===== src/rtl/cdt_pkg.sv =====
package cdt_pkg;
  // register select codes on wr_sel
  typedef enum logic [1:0] {
    SEL_ENABLE = 2'd0,
    SEL_ENTRY  = 2'd1,
    SEL_DIVIDE = 2'd2,
    SEL_INIT   = 2'd3
  } cdt_sel_e;

  // entry field positions inside wr_data
  localparam int ENTRY_MASK_BIT = 8;
  localparam int ENTRY_PER_BIT  = 9;
  localparam int DIV_CFG_W      = 4;
  localparam int EXP_W          = 3;
  localparam int PRE_W          = (1 << EXP_W) - 1;
endpackage


===== src/rtl/cdt_prescale.sv =====
module cdt_prescale
  import cdt_pkg::*;
(
  input  logic             clk,
  input  logic             rst_n,
  input  logic             restart,
  input  logic [EXP_W-1:0] exp_sel,
  output logic             tick
);
  logic [PRE_W-1:0] presc;
  logic [PRE_W-1:0] low_mask;

  // bits below the exponent must all be ones for a tick
  always_comb begin
    for (int i = 0; i < PRE_W; i++) low_mask[i] = (i < int'(exp_sel));
  end

  assign tick = &(presc | ~low_mask);

  always_ff @(posedge clk) begin
    if (!rst_n || restart) presc <= '0;
    else                   presc <= presc + 1'b1;
  end
endmodule


===== src/rtl/cdt_count.sv =====
module cdt_count #(
  parameter int CNT_W = 32
) (
  input  logic             clk,
  input  logic             rst_n,
  input  logic             load,
  input  logic [CNT_W-1:0] load_val,
  input  logic [CNT_W-1:0] reload_val,
  input  logic             tick,
  input  logic             periodic,
  output logic [CNT_W-1:0] cur,
  output logic             expire
);
  localparam logic [CNT_W-1:0] ONE = CNT_W'(1);

  logic active;
  assign active = (cur != '0);
  assign expire = !load && tick && (cur == ONE);

  always_ff @(posedge clk) begin
    if (!rst_n)                cur <= '0;
    else if (load)             cur <= load_val;
    else if (tick && active) begin
      if (cur == ONE)          cur <= periodic ? reload_val : '0;
      else                     cur <= cur - ONE;
    end
  end
endmodule


===== src/rtl/cdt_pending.sv =====
module cdt_pending #(
  parameter int PEND_W = 4
) (
  input  logic              clk,
  input  logic              rst_n,
  input  logic              clear,
  input  logic              inc,
  input  logic              dec,
  output logic [PEND_W-1:0] cnt
);
  localparam logic [PEND_W-1:0] TOP = {PEND_W{1'b1}};

  always_ff @(posedge clk) begin
    if (!rst_n || clear) cnt <= '0;
    else begin
      unique case ({inc, dec})
        2'b10:   if (cnt != TOP) cnt <= cnt + 1'b1;
        2'b01:   if (cnt != '0)  cnt <= cnt - 1'b1;
        default: cnt <= cnt;
      endcase
    end
  end
endmodule


===== src/rtl/cdt_top.sv =====
module cdt_top
  import cdt_pkg::*;
#(
  parameter int DATA_W = 32,
  parameter int CNT_W  = 32,
  parameter int VEC_W  = 8,
  parameter int PEND_W = 4
) (
  input  logic              clk,
  input  logic              rst_n,
  input  logic              wr_en,
  input  logic [1:0]        wr_sel,
  input  logic [DATA_W-1:0] wr_data,
  output logic [CNT_W-1:0]  cur_count,
  output logic [PEND_W-1:0] pend_count,
  output logic              entry_mask,
  output logic              entry_periodic,
  output logic              irq_valid,
  input  logic              irq_ready,
  output logic [VEC_W-1:0]  irq_vector
);
  logic                 sw_en;
  logic [VEC_W-1:0]     vec_q;
  logic [DIV_CFG_W-1:0] div_cfg;
  logic [CNT_W-1:0]     init_q;
  logic [EXP_W-1:0]     exp_sel;
  logic                 tick, expire, accept;
  logic                 wr_init, wr_entry, wr_div, sw_off, pend_clr;

  assign wr_init  = wr_en && (wr_sel == SEL_INIT);
  assign wr_entry = wr_en && (wr_sel == SEL_ENTRY);
  assign wr_div   = wr_en && (wr_sel == SEL_DIVIDE);
  assign sw_off   = wr_en && (wr_sel == SEL_ENABLE) && !wr_data[0];
  assign pend_clr = wr_init || sw_off;

  // bit 2 of the divide setting takes no part in the exponent
  assign exp_sel = {div_cfg[3], div_cfg[1], div_cfg[0]} + 3'd1;

  always_ff @(posedge clk) begin
    if (!rst_n) begin
      sw_en          <= 1'b0;
      entry_mask     <= 1'b1;
      entry_periodic <= 1'b0;
      vec_q          <= '0;
      div_cfg        <= '0;
      init_q         <= '0;
    end else if (wr_en) begin
      unique case (wr_sel)
        SEL_ENABLE: begin
          sw_en <= wr_data[0];
          if (!wr_data[0]) entry_mask <= 1'b1;
        end
        SEL_ENTRY: begin
          entry_mask     <= wr_data[ENTRY_MASK_BIT] | ~sw_en;
          entry_periodic <= wr_data[ENTRY_PER_BIT];
          vec_q          <= wr_data[VEC_W-1:0];
        end
        SEL_DIVIDE: div_cfg <= wr_data[DIV_CFG_W-1:0];
        default:    init_q  <= wr_data[CNT_W-1:0];
      endcase
    end
  end

  cdt_prescale u_pre (
    .clk     (clk),
    .rst_n   (rst_n),
    .restart (wr_init),
    .exp_sel (exp_sel),
    .tick    (tick)
  );

  cdt_count #(.CNT_W(CNT_W)) u_cnt (
    .clk        (clk),
    .rst_n      (rst_n),
    .load       (wr_init),
    .load_val   (wr_data[CNT_W-1:0]),
    .reload_val (init_q),
    .tick       (tick),
    .periodic   (entry_periodic),
    .cur        (cur_count),
    .expire     (expire)
  );

  assign irq_valid  = !entry_mask && (pend_count != '0);
  assign irq_vector = vec_q;
  assign accept     = irq_valid && irq_ready;

  cdt_pending #(.PEND_W(PEND_W)) u_pend (
    .clk   (clk),
    .rst_n (rst_n),
    .clear (pend_clr),
    .inc   (expire),
    .dec   (accept),
    .cnt   (pend_count)
  );
endmodule


===== config.mk =====
export PLATFORM = sky130hd
export DESIGN_NAME = cdt_top
export DESIGN_NICKNAME = d
export VERILOG_FILES = /design/src/rtl/cdt_pkg.sv /design/src/rtl/cdt_prescale.sv /design/src/rtl/cdt_count.sv /design/src/rtl/cdt_pending.sv /design/src/rtl/cdt_top.sv
export SDC_FILE = /design/constraint.sdc
export NUM_CORES = 1
export LEC_CHECK = 0
export ABC_AREA = 1
export ABC_CLOCK_PERIOD_IN_PS = 3110
export BUFFER_PORTS_ARGS = -buffer_cell sky130_fd_sc_hd__buf_2
export CORE_MARGIN = 5
export CORE_UTILIZATION = 50
export DETAILED_ROUTE_END_ITERATION = 6
export GPL_ROUTABILITY_DRIVEN = 0
export PLACE_DENSITY = 0.82
export RECOVER_POWER = 100
export SYNTH_ARGS = -nofsm -noshare
export SYNTH_HDL_FRONTEND = slang
export SYNTH_SLANG_ARGS = --single-unit

===== constraint.sdc =====
create_clock -name clk -period 3.11 [get_ports clk]
set_input_delay 0.1555 -clock clk [delete_from_list [all_inputs] [get_ports clk]]
set_output_delay 0.1555 -clock clk [all_outputs]
set_load 0.005 [all_outputs]

==> impl_metrics.csv, run 1 <==
group,metric,value,unit
synthesis,synth_nets,792,
floorplanning,die_area,0.0119,mm2
clocking,clock_sinks,89,
timing,finalCritPeriodShare,0.885,
detailed_routing,drtAntennaViolNets,0,
timing,setup_ws,357,ps
detailed_routing,finalWirelength,13500,um
critical_path,crit_arrival,3040,ps
detailed_routing,drt_pass1_iterations,5,
global_routing,overflow,0,
synthesis,netlist_instances,747,
timing,final.min_clock_period,2750,ps
detailed_routing,wl_met2,6050,um
synthesis,ys.flop_type,"dfxtp_1",
clocking,cts_max_level,3,
power,p_per_area,590,mW/mm2
clocking,post_cts_buffers,0,
floorplanning,initial_core_util,0.507,
run_status,status,"finished, violations left",
synthesis,syn_avg_cell_area,6.57,um2
placed_design,hpwlAfterDp,9770,um
detailed_routing,vias,5039,
power,internal_power,2.08,mW
clocking,numCtsBuffers,9,
power,max-vdd-ir-drop,0.000291,V
timing,clock_skew,10.1,ps
detailed_routing,top_layer,"met4",
critical_path,path_class,"register to register",
power,power.switching,1.18,mW
run,max-cap-violations,2,
timing,relSlewSlack,-0.216,
global_routing,grt_pass1_vias,4669,
global_routing,antenna_found_initial,0,
floorplanning,dieWidth,109,um
detailed_routing,viasPerCell,5.25,
synthesis,synth-seq-cells,89,
timing,fin_setup_tns,0,ps
placed_design,port_buffers,84,
floorplanning,core.rowCount,36,
synthesis,synth_edf_count,0,
timing,max_freq,363,MHz
detailed_routing,drc,0,
critical_path,cp-start-kind,"register",
run_status,violations,"capacitance limit, slew limit",
clocking,root_buffer,"clkbuf_8",
clocking,clkTransAtPathRegs,90,ps
clocking,cts_resized,0,
detailed_routing,wl_met3,1060,um
finish,nets,866,
power,total_leakage_power,2.48,nW
timing,setup_viol,0,
clocking,clockBufferDepth,2,
global_routing,grt_pass1_wl,22600,um
timing,worst_pin_slew,1820,ps
power,seqPwrFrac,0.406,
detailed_routing,wire_per_inst,14.1,um
critical_path,cp_max_fo,15,
floorplanning,core,0.00968,mm2
synthesis,async_reset_ff_frac,0,
hold_path,hold_path.class,"input pin to register",
global_routing,grt_max_degree,50,
floorplanning,pin_count,85,
detailed_routing,wl_met1,6140,um
synthesis,ys_types,39,
critical_path,critPathRequiredTime,3400,ps
global_routing,grt_use_total,0.237,
synthesis,synth-seq-area-share,0.363,
power,clkPwrFrac,0.282,
power,power_frac_comb,0.311,
floorplanning,die_height,109,um
clocking,cts_tree,"done",
clocking,cts_hold_buf,0,
synthesis,syn_area,0.00491,mm2
timing,hold_viol_final,0,
detailed_routing,initialDrtViolationCount,367,
clocking,clock_latency,370,ps
finish,drive_above_1_share,0.107,
timing,rsz0062_at_grt,"no",
power,power_switching_share,0.362,
finish,fillers,980,
placed_design,place_ws,485,ps
timing,drv_slew,83,
critical_path,endpoint_kind,"register",
synthesis,ys_warn_count,0,
finish,n_antenna_cell,0,
finish,synthToLayoutAreaGrowth,12.8,%
## state kept, by name, summed over array words and instances, names as in the netlist
signal	cells
entry_mask	1
sw_en	1
irq_vector	8
entry_periodic	1
init_q	32
u_cnt.cur	32
u_pend.cnt	4
u_pre.presc	7
div_cfg	3
## power groups by stage
stage / sequential [mW] / clock, mW / combinational, mW
after global routing: 1.34 / 0.975 / 1.16
after detailed placement: 1.35 / 0 / 1.03
after global placement: 1.34 / 0 / 1.02
after floorplan: 1.34 / 0 / 0.743
after CTS: 1.32 / 0.932 / 1.04
final: 1.33 / 0.921 / 1.02
## layout by cell type (no fill, tap or decap), drive strengths merged
master	count
clkinvlp	1
o21bai	1
o2111ai	1
nand3b	2
nor3	3
and2	1
bufinv	2
a211oi	1
or2	2
fa	1
buf	46
ha	6
nand3	48
a31oi	5
nand4	7
inv	81
o32ai	1
nand2	211
xor2	10
o22ai	9
o21ai	52
a21oi	72
nor2	104
dfxtp	89
clkinv	4
xnor2	10
clkbuf	54
a22oi	2
## logic make-up after synthesis
family | after synthesis | share of synthesized area
buffers and inverters | 109 | 0.0931
AOI/OAI and AO/OA | 144 | 0.156
and+or+nand+nor | 378 | 0.332
adders and majority gates | 7 | 0.0194
xor gates and xnor gates | 20 | 0.0357
DFF | 89 | 0.363
## synth_stat cells (5+ instances only)
cell type	count	share of area
a21oi_1	72	0.073
nand2_2	6	0.0077
nor2_1	92	0.070
o22ai_1	9	0.011
o21ai_1	12	0.012
xor2_1	10	0.018
ha_1	6	0.015
nand4_1	7	0.0089
a31oi_1	5	0.0064
nand3_1	47	0.048
nor2_2	7	0.0089
o21ai_0	40	0.041
nand2_1	202	0.15
clkbuf_1	15	0.011
inv_1	76	0.058
dfxtp_1	89	0.36
xnor2_1	10	0.018
inv_2	6	0.0046
## routing by layer
metal,vias to the layer above,track usage
li1,2547,-
met1,2299,0.320
met2,173,0.377
met3,20,0.0545
met4,0,0.0730
met5,-,0
## critical path, stage by stage, from the launching register on
cell and delay, ps:
dfxtp_1 370, inv_1 110, ha_1 290, nand2_2 120, nor2_1 100, nand4_1 150
nor2_1 90, nor2_2 630, nand2_1 380, inv_1 230, nand2_1 80, a31oi_1 120
## layout make-up
type / count / area, um2 / area share
flip-flops and latches: 89 / 1780 / 0.322
inverters: 83 / 317 / 0.0572
repair buffers: 89 / 397 / 0.0717
multi-input cells: 549 / 2650 / 0.478
well taps: 133 / 166 / 0.0301
clock buffers: 11 / 151 / 0.0274
clock inverters: 5 / 77.6 / 0.0140
## stage by stage
step | power [mW] | cell area (um2) | cells | utilization | hold slack (ps)
after global placement | 2.36 | 5400 | 943 | 0.557 | 411
after CTS | 3.29 | 5630 | 959 | 0.581 | 24.1
final | 3.26 | 5540 | 959 | 0.572 | 35.1
after detailed placement | 2.37 | 5400 | 943 | 0.557 | 413
after floorplan | 2.08 | 4910 | 747 | - | 290
after global routing | 3.47 | 5540 | 959 | 0.572 | 52.2
## final timing paths
path                         startpoint                          to  slack [ps]  cells past startpoint
min reg2reg  irq_vector[7]$_SDFFE_PN0P_  irq_vector[7]$_SDFFE_PN0P_         450                      2
max reg2reg   u_cnt.cur[0]$_SDFFE_PN0P_   u_cnt.cur[7]$_SDFFE_PN0P_         360                     11
min                         wr_data[30]     init_q[30]$_SDFFE_PN0P_          40                      3
max           u_cnt.cur[0]$_SDFFE_PN0P_   u_cnt.cur[7]$_SDFFE_PN0P_         360                     11
Power figures use the tool's default switching activity.
==> inputs of run 2 (changes only) <==
--- a/config.mk
+++ b/config.mk
@@ -9,10 +9,10 @@
 export ABC_CLOCK_PERIOD_IN_PS = 3110
 export BUFFER_PORTS_ARGS = -buffer_cell sky130_fd_sc_hd__buf_2
 export CORE_MARGIN = 5
-export CORE_UTILIZATION = 50
+export CORE_UTILIZATION = 56
 export DETAILED_ROUTE_END_ITERATION = 6
 export GPL_ROUTABILITY_DRIVEN = 0
-export PLACE_DENSITY = 0.82
+export PLACE_DENSITY = 0.9
 export RECOVER_POWER = 100
 export SYNTH_ARGS = -nofsm -noshare
 export SYNTH_HDL_FRONTEND = slang
==> run 2 against run 1 <==
- the flow now finishes without violations
- highest routed layer unchanged
- clock power decreased by 10%
- critical path depth unchanged
- clock skew fell by 3.7 ps
- critical path type unchanged
- die area down 9.8%
- critical endpoint is now u_cnt.cur[8]$_SDFFE_PN0P_
==> impl_metrics.csv, run 2 (same netlist as run 1, synthesis figures left out) <==
group,metric,value,unit
run_status,status,"finished, final reports clean",
finish,final_common_cell,"nand2_1",
clocking,cts_max_level,3,
critical_path,cp-start-kind,"register",
global_routing,grt_pass1_wl,22400,um
global_routing,antenna_found_initial,0,
clocking,cts_tree,"done",
clocking,clkTransAtPathRegs,90,ps
detailed_routing,drc,0,
timing,clock_skew,6.42,ps
critical_path,cp_max_fo,15,
floorplanning,die_area,0.0107,mm2
finish,synthToLayoutAreaGrowth,11.7,%
power,p_per_area,579,mW/mm2
clocking,clock_sinks,89,
clocking,clock_latency,370,ps
timing,rsz0062_at_grt,"no",
timing,relSlewSlack,0.177,
power,max-vdd-ir-drop,0.000285,V
clocking,numCtsBuffers,9,
clocking,post_cts_buffers,0,
global_routing,grt_pass1_vias,4686,
finish,nets,865,
finish,drive_above_1_share,0.112,
finish,n_antenna_cell,0,
critical_path,critPathRequiredTime,3400,ps
floorplanning,initial_core_util,0.568,
timing,fin_setup_tns,0,ps
timing,setup_viol,0,
global_routing,grt_max_degree,50,
placed_design,hpwlAfterDp,9680,um
floorplanning,core,0.00864,mm2
critical_path,endpoint_kind,"register",
timing,worst_pin_slew,1230,ps
hold_path,hold_path.class,"input pin to register",
timing,hold_viol_final,0,
clocking,cts_resized,0,
placed_design,dpl.cell_count,917,
clocking,root_buffer,"clkbuf_8",
floorplanning,dieWidth,104,um
global_routing,grt_use_total,0.247,
floorplanning,pin_count,85,
clocking,cts_hold_buf,0,
finish,layout_common_cells,"202 x nand2_1, 94 x nor2_1, 89 x dfxtp_1, 77 x inv_1, 72 x a21oi_1",
timing,final.min_clock_period,2800,ps
detailed_routing,wire_per_inst,14.4,um
floorplanning,core.rowCount,34,
timing,max_freq,358,MHz
detailed_routing,vias,5161,
global_routing,overflow,0,
detailed_routing,finalWirelength,13500,um
timing,drv_slew,0,
floorplanning,die_height,104,um
critical_path,crit_arrival,3080,ps
detailed_routing,initialDrtViolationCount,321,
detailed_routing,drtAntennaViolNets,0,
clocking,clockBufferDepth,2,
power,total_leakage_power,2.47,nW
finish,fin_cells,932,
detailed_routing,viasPerCell,5.54,
critical_path,path_class,"register to register",
run,max-cap-violations,0,
timing,finalCritPeriodShare,0.899,
detailed_routing,drt_pass1_iterations,6,
placed_design,port_buffers,84,
[run 2: path summary, 6_finish.rpt]
path / startpoint / endpoint / slack (ps) / depth (start not counted)
setup / recovery: u_cnt.cur[0]$_SDFFE_PN0P_ / u_cnt.cur[8]$_SDFFE_PN0P_ / 310 / 11
hold / removal: wr_data[25] / init_q[25]$_SDFFE_PN0P_ / 40 / 3
setup reg to reg: u_cnt.cur[0]$_SDFFE_PN0P_ / u_cnt.cur[8]$_SDFFE_PN0P_ / 310 / 11
hold reg to reg: irq_vector[3]$_SDFFE_PN0P_ / irq_vector[3]$_SDFFE_PN0P_ / 450 / 2
[run 2: stage by stage]
step           cell area, um2  utilization  worst slack [ps]  hold slack (ps)  total power, mW
2_1_floorplan            4910            -               741              290             2.08
3_3_place_gp             5360        0.620               621              397             2.35
3_5_place_dp             5360        0.620               519              415             2.36
4_1_cts                  5550        0.643               525             36.3             3.17
5_1_grt                  5480        0.634               128             36.2             3.35
6_report                 5480        0.634               313             36.9             3.17
[run 2: cell type report]
cell class	instances	area (um2)
fillers	837	3160
inverters	83	317
well taps	108	135
flip-flops and latches	89	1780
multi-input cells	549	2650
repair buffers	88	398
clock buffers	13	159
clock inverters	2	37.5
[run 2: power by group]
group | switching, mW | internal [mW]
sequential | 0.100 | 1.23
combinational | 0.667 | 0.352
clock | 0.414 | 0.412
[run 2: per-layer routing]
| layer | vias to the layer above | routed length (um) | track usage |
|---|---|---|---|
| li1 | 2542 | - | - |
| met1 | 2353 | 5860 | 0.325 |
| met2 | 234 | 6150 | 0.390 |
| met3 | 32 | 1140 | 0.0616 |
| met4 | 0 | 311 | 0.0881 |
| met5 | - | 0 | 0 |
[run 2: critical path, cell delays in order (launching register included)]
cell and delay [ps]:
dfxtp_1 390, inv_1 130, ha_1 300, nand2_2 130, nor2_1 100, nand4_1 140, nor2_1 80, nor2_2 600
nand2_1 370, inv_1 260, nand2_1 80, a31oi_1 130
==> inputs of run 3 (changes only) <==
--- a/config.mk
+++ b/config.mk
@@ -5,8 +5,6 @@
 export SDC_FILE = /design/constraint.sdc
 export NUM_CORES = 1
 export LEC_CHECK = 0
-export ABC_AREA = 1
-export ABC_CLOCK_PERIOD_IN_PS = 3110
 export BUFFER_PORTS_ARGS = -buffer_cell sky130_fd_sc_hd__buf_2
 export CORE_MARGIN = 5
 export CORE_UTILIZATION = 56
@@ -14,6 +12,7 @@
 export GPL_ROUTABILITY_DRIVEN = 0
 export PLACE_DENSITY = 0.9
 export RECOVER_POWER = 100
+export SLEW_MARGIN = 20
 export SYNTH_ARGS = -nofsm -noshare
 export SYNTH_HDL_FRONTEND = slang
 export SYNTH_SLANG_ARGS = --single-unit
==> run 3 against run 2 <==
- worst setup slack worse by 170 ps
- non-clock buffer count is 21 higher
- die area down 0.12%
- final area is 3.1% higher
- critical path type unchanged
- largest power group unchanged
- highest routed layer unchanged
==> impl_metrics.csv, run 3 <==
group,metric,value,unit
critical_path,cp-start-kind,"register",
clocking,clock_sinks,89,
timing,relSlewSlack,0.0216,
global_routing,antenna_found_initial,0,
synthesis,ys_top_cells_by_count,"104 x nand2_1, 89 x dfxtp_1, 54 x a21oi_1, 45 x a21boi_0, 43 x o21ai_0",
detailed_routing,initialDrtViolationCount,487,
clocking,cts_tree,"done",
hold_path,hold_depth,3,
power,p_per_area,528,mW/mm2
clocking,clockBufferDepth,2,
clocking,cts_max_level,3,
finish,register_area,0.00178,mm2
clocking,numCtsBuffers,9,
floorplanning,core.rowCount,34,
run_status,status,"finished, final reports clean",
clocking,cts_hold_buf,0,
placed_design,port_buffers,84,
floorplanning,core,0.00864,mm2
timing,setup_viol,0,
timing,finalCritPeriodShare,0.953,
synthesis,ys.flop_type,"dfxtp_1",
clocking,cts_resized,0,
global_routing,overflow,0,
synthesis,syn_avg_cell_area,7.83,um2
timing,drv_slew,0,
synthesis,async_reset_ff_frac,0,
power,max-vdd-ir-drop,0.000315,V
detailed_routing,drc,0,
synthesis,netlist_instances,626,
placed_design,dpl.cell_count,800,
finish,synthToLayoutAreaGrowth,15.2,%
timing,max_freq,337,MHz
placed_design,hpwlAfterDp,9870,um
clocking,root_buffer,"clkbuf_8",
synthesis,ys_warn_count,0,
critical_path,path_class,"register to register",
floorplanning,dieWidth,104,um
synthesis,syn_area,0.00490,mm2
clocking,post_cts_buffers,0,
detailed_routing,drtAntennaViolNets,0,
critical_path,r2r_cells,13,
detailed_routing,wire_per_inst,17.6,um
global_routing,grt_pass1_vias,5003,
synthesis,yosysTopAreaCell,"dfxtp_1",
critical_path,cp_max_fo,4,
global_routing,grt_max_degree,64,
synthesis,ys_types,58,
finish,fillers,713,
finish,design_area,0.00565,mm2
power,total_leakage_power,2.08,nW
timing,final.min_clock_period,2960,ps
critical_path,endpoint_kind,"register",
finish,final_util,0.654,
timing,whs,23.8,ps
floorplanning,pin_count,85,
critical_path,critPathRequiredTime,3350,ps
hold_path,hold_path.class,"input pin to register",
finish,final_common_cell,"nand2_1",
floorplanning,die_area,0.0107,mm2
synthesis,post-synth-top-count-cell,"nand2_1",
run,max-cap-violations,0,
finish,n_antenna_cell,0,
power,p_total,2.98,mW
global_routing,grt_pass1_wl,23700,um
floorplanning,initial_core_util,0.567,
synthesis,synth_nets,671,
clocking,clock_latency,370,ps
timing,worst_pin_slew,1470,ps
timing,hold_viol_final,0,
global_routing,grt_use_total,0.261,
detailed_routing,drt_pass1_iterations,6,
finish,multiInputGateArea,0.00293,mm2
floorplanning,die_height,104,um
synthesis,ys_top_cells_by_area,"dfxtp_1 36%, nand2_1 8.0%, a21boi_0 6.9%, a21oi_1 5.5%, o21ai_0 4.4%",
finish,drive_above_1_share,0.168,
finish,fin_cells,816,
synthesis,synth_top_area_frac,0.364,
clocking,clkTransAtPathRegs,100,ps
detailed_routing,vias,5123,
critical_path,crit_arrival,3210,ps
finish,nets,748,
detailed_routing,viasPerCell,6.28,
detailed_routing,finalWirelength,14400,um
finish,layout_common_cells,"104 x nand2_1, 87 x dfxtp_1, 58 x buf_2, 52 x a21oi_1, 45 x a21boi_0",
synthesis,synth-seq-cells,89,
synthesis,synth-seq-area-share,0.364,
synthesis,synth_edf_count,0,
placed_design,placed_cell_area,0.00548,mm2
timing,clock_skew,12.5,ps
==> run 3: critical path: stages, from the launching register on <==
cell and delay [ps]:
dfxtp_1 320, or4_4 560, nor4_4 360, nand3_4 130
nor3_4 140, or2_2 160, inv_1 60, ha_1 270
a21o_1 190, a21oi_2 140, nor2_1 50, mux2_2 270
xnor2_1 130, nor2_1 50
==> run 3: area by class of cell <==
cell class / count / area share
tap: 108 / 0.0239
timing repair buffer: 109 / 0.0966
multi-input combinational: 481 / 0.518
sequential: 89 / 0.316
clock buffer: 12 / 0.0275
inverter: 13 / 0.00864
clock inverter: 4 / 0.00908
==> run 3: power breakdown <==
group          internal [mW]  leakage (nW)  switching [mW]
sequential              1.22         0.728           0.100
combinational          0.334          1.25           0.488
clock                  0.416         0.103           0.424
==> run 3: through the flow <==
step | setup TNS [ps] | setup slack, ps
after global placement | 0 | 144
after detailed placement | 0 | 74.9
after global routing | -2.13 | -2.13
final | 0 | 145
after floorplan | 0 | 53.5
after CTS | 0 | 50.4
==> run 3: cell families (layout without fill, tap and decap cells) <==
kind of cell	after synthesis	count (layout)	synth area share
muxes	9	9	0.0186
AOI/OAI and AO/OA	203	203	0.269
DFF	89	89	0.364
xor gates and xnor gates	24	24	0.0429
adders and majority gates	7	7	0.0194
and+or+nand+nor	238	238	0.241
buffers and inverters	56	138	0.0447
==> run 3: worst paths after layout <==
path,start,end,slack (ps)
worst max-delay path,u_cnt.cur[16]$_SDFFE_PN0P_,u_pend.cnt[3]$_SDFFE_PP0P_,150
worst min-delay path,wr_data[27],u_cnt.cur[27]$_SDFFE_PN0P_,20
worst max register to register,u_cnt.cur[16]$_SDFFE_PN0P_,u_pend.cnt[3]$_SDFFE_PP0P_,150
worst min register to register,init_q[9]$_SDFFE_PN0P_,init_q[9]$_SDFFE_PN0P_,470
==> run 3: layer usage <==
metal  share of wire  up-vias  track usage
met5               0        -            0
met4           0.032        0        0.139
met3           0.086       58       0.0541
met2            0.48      308        0.420
met1            0.40     2364        0.326
li1                -     2393            -
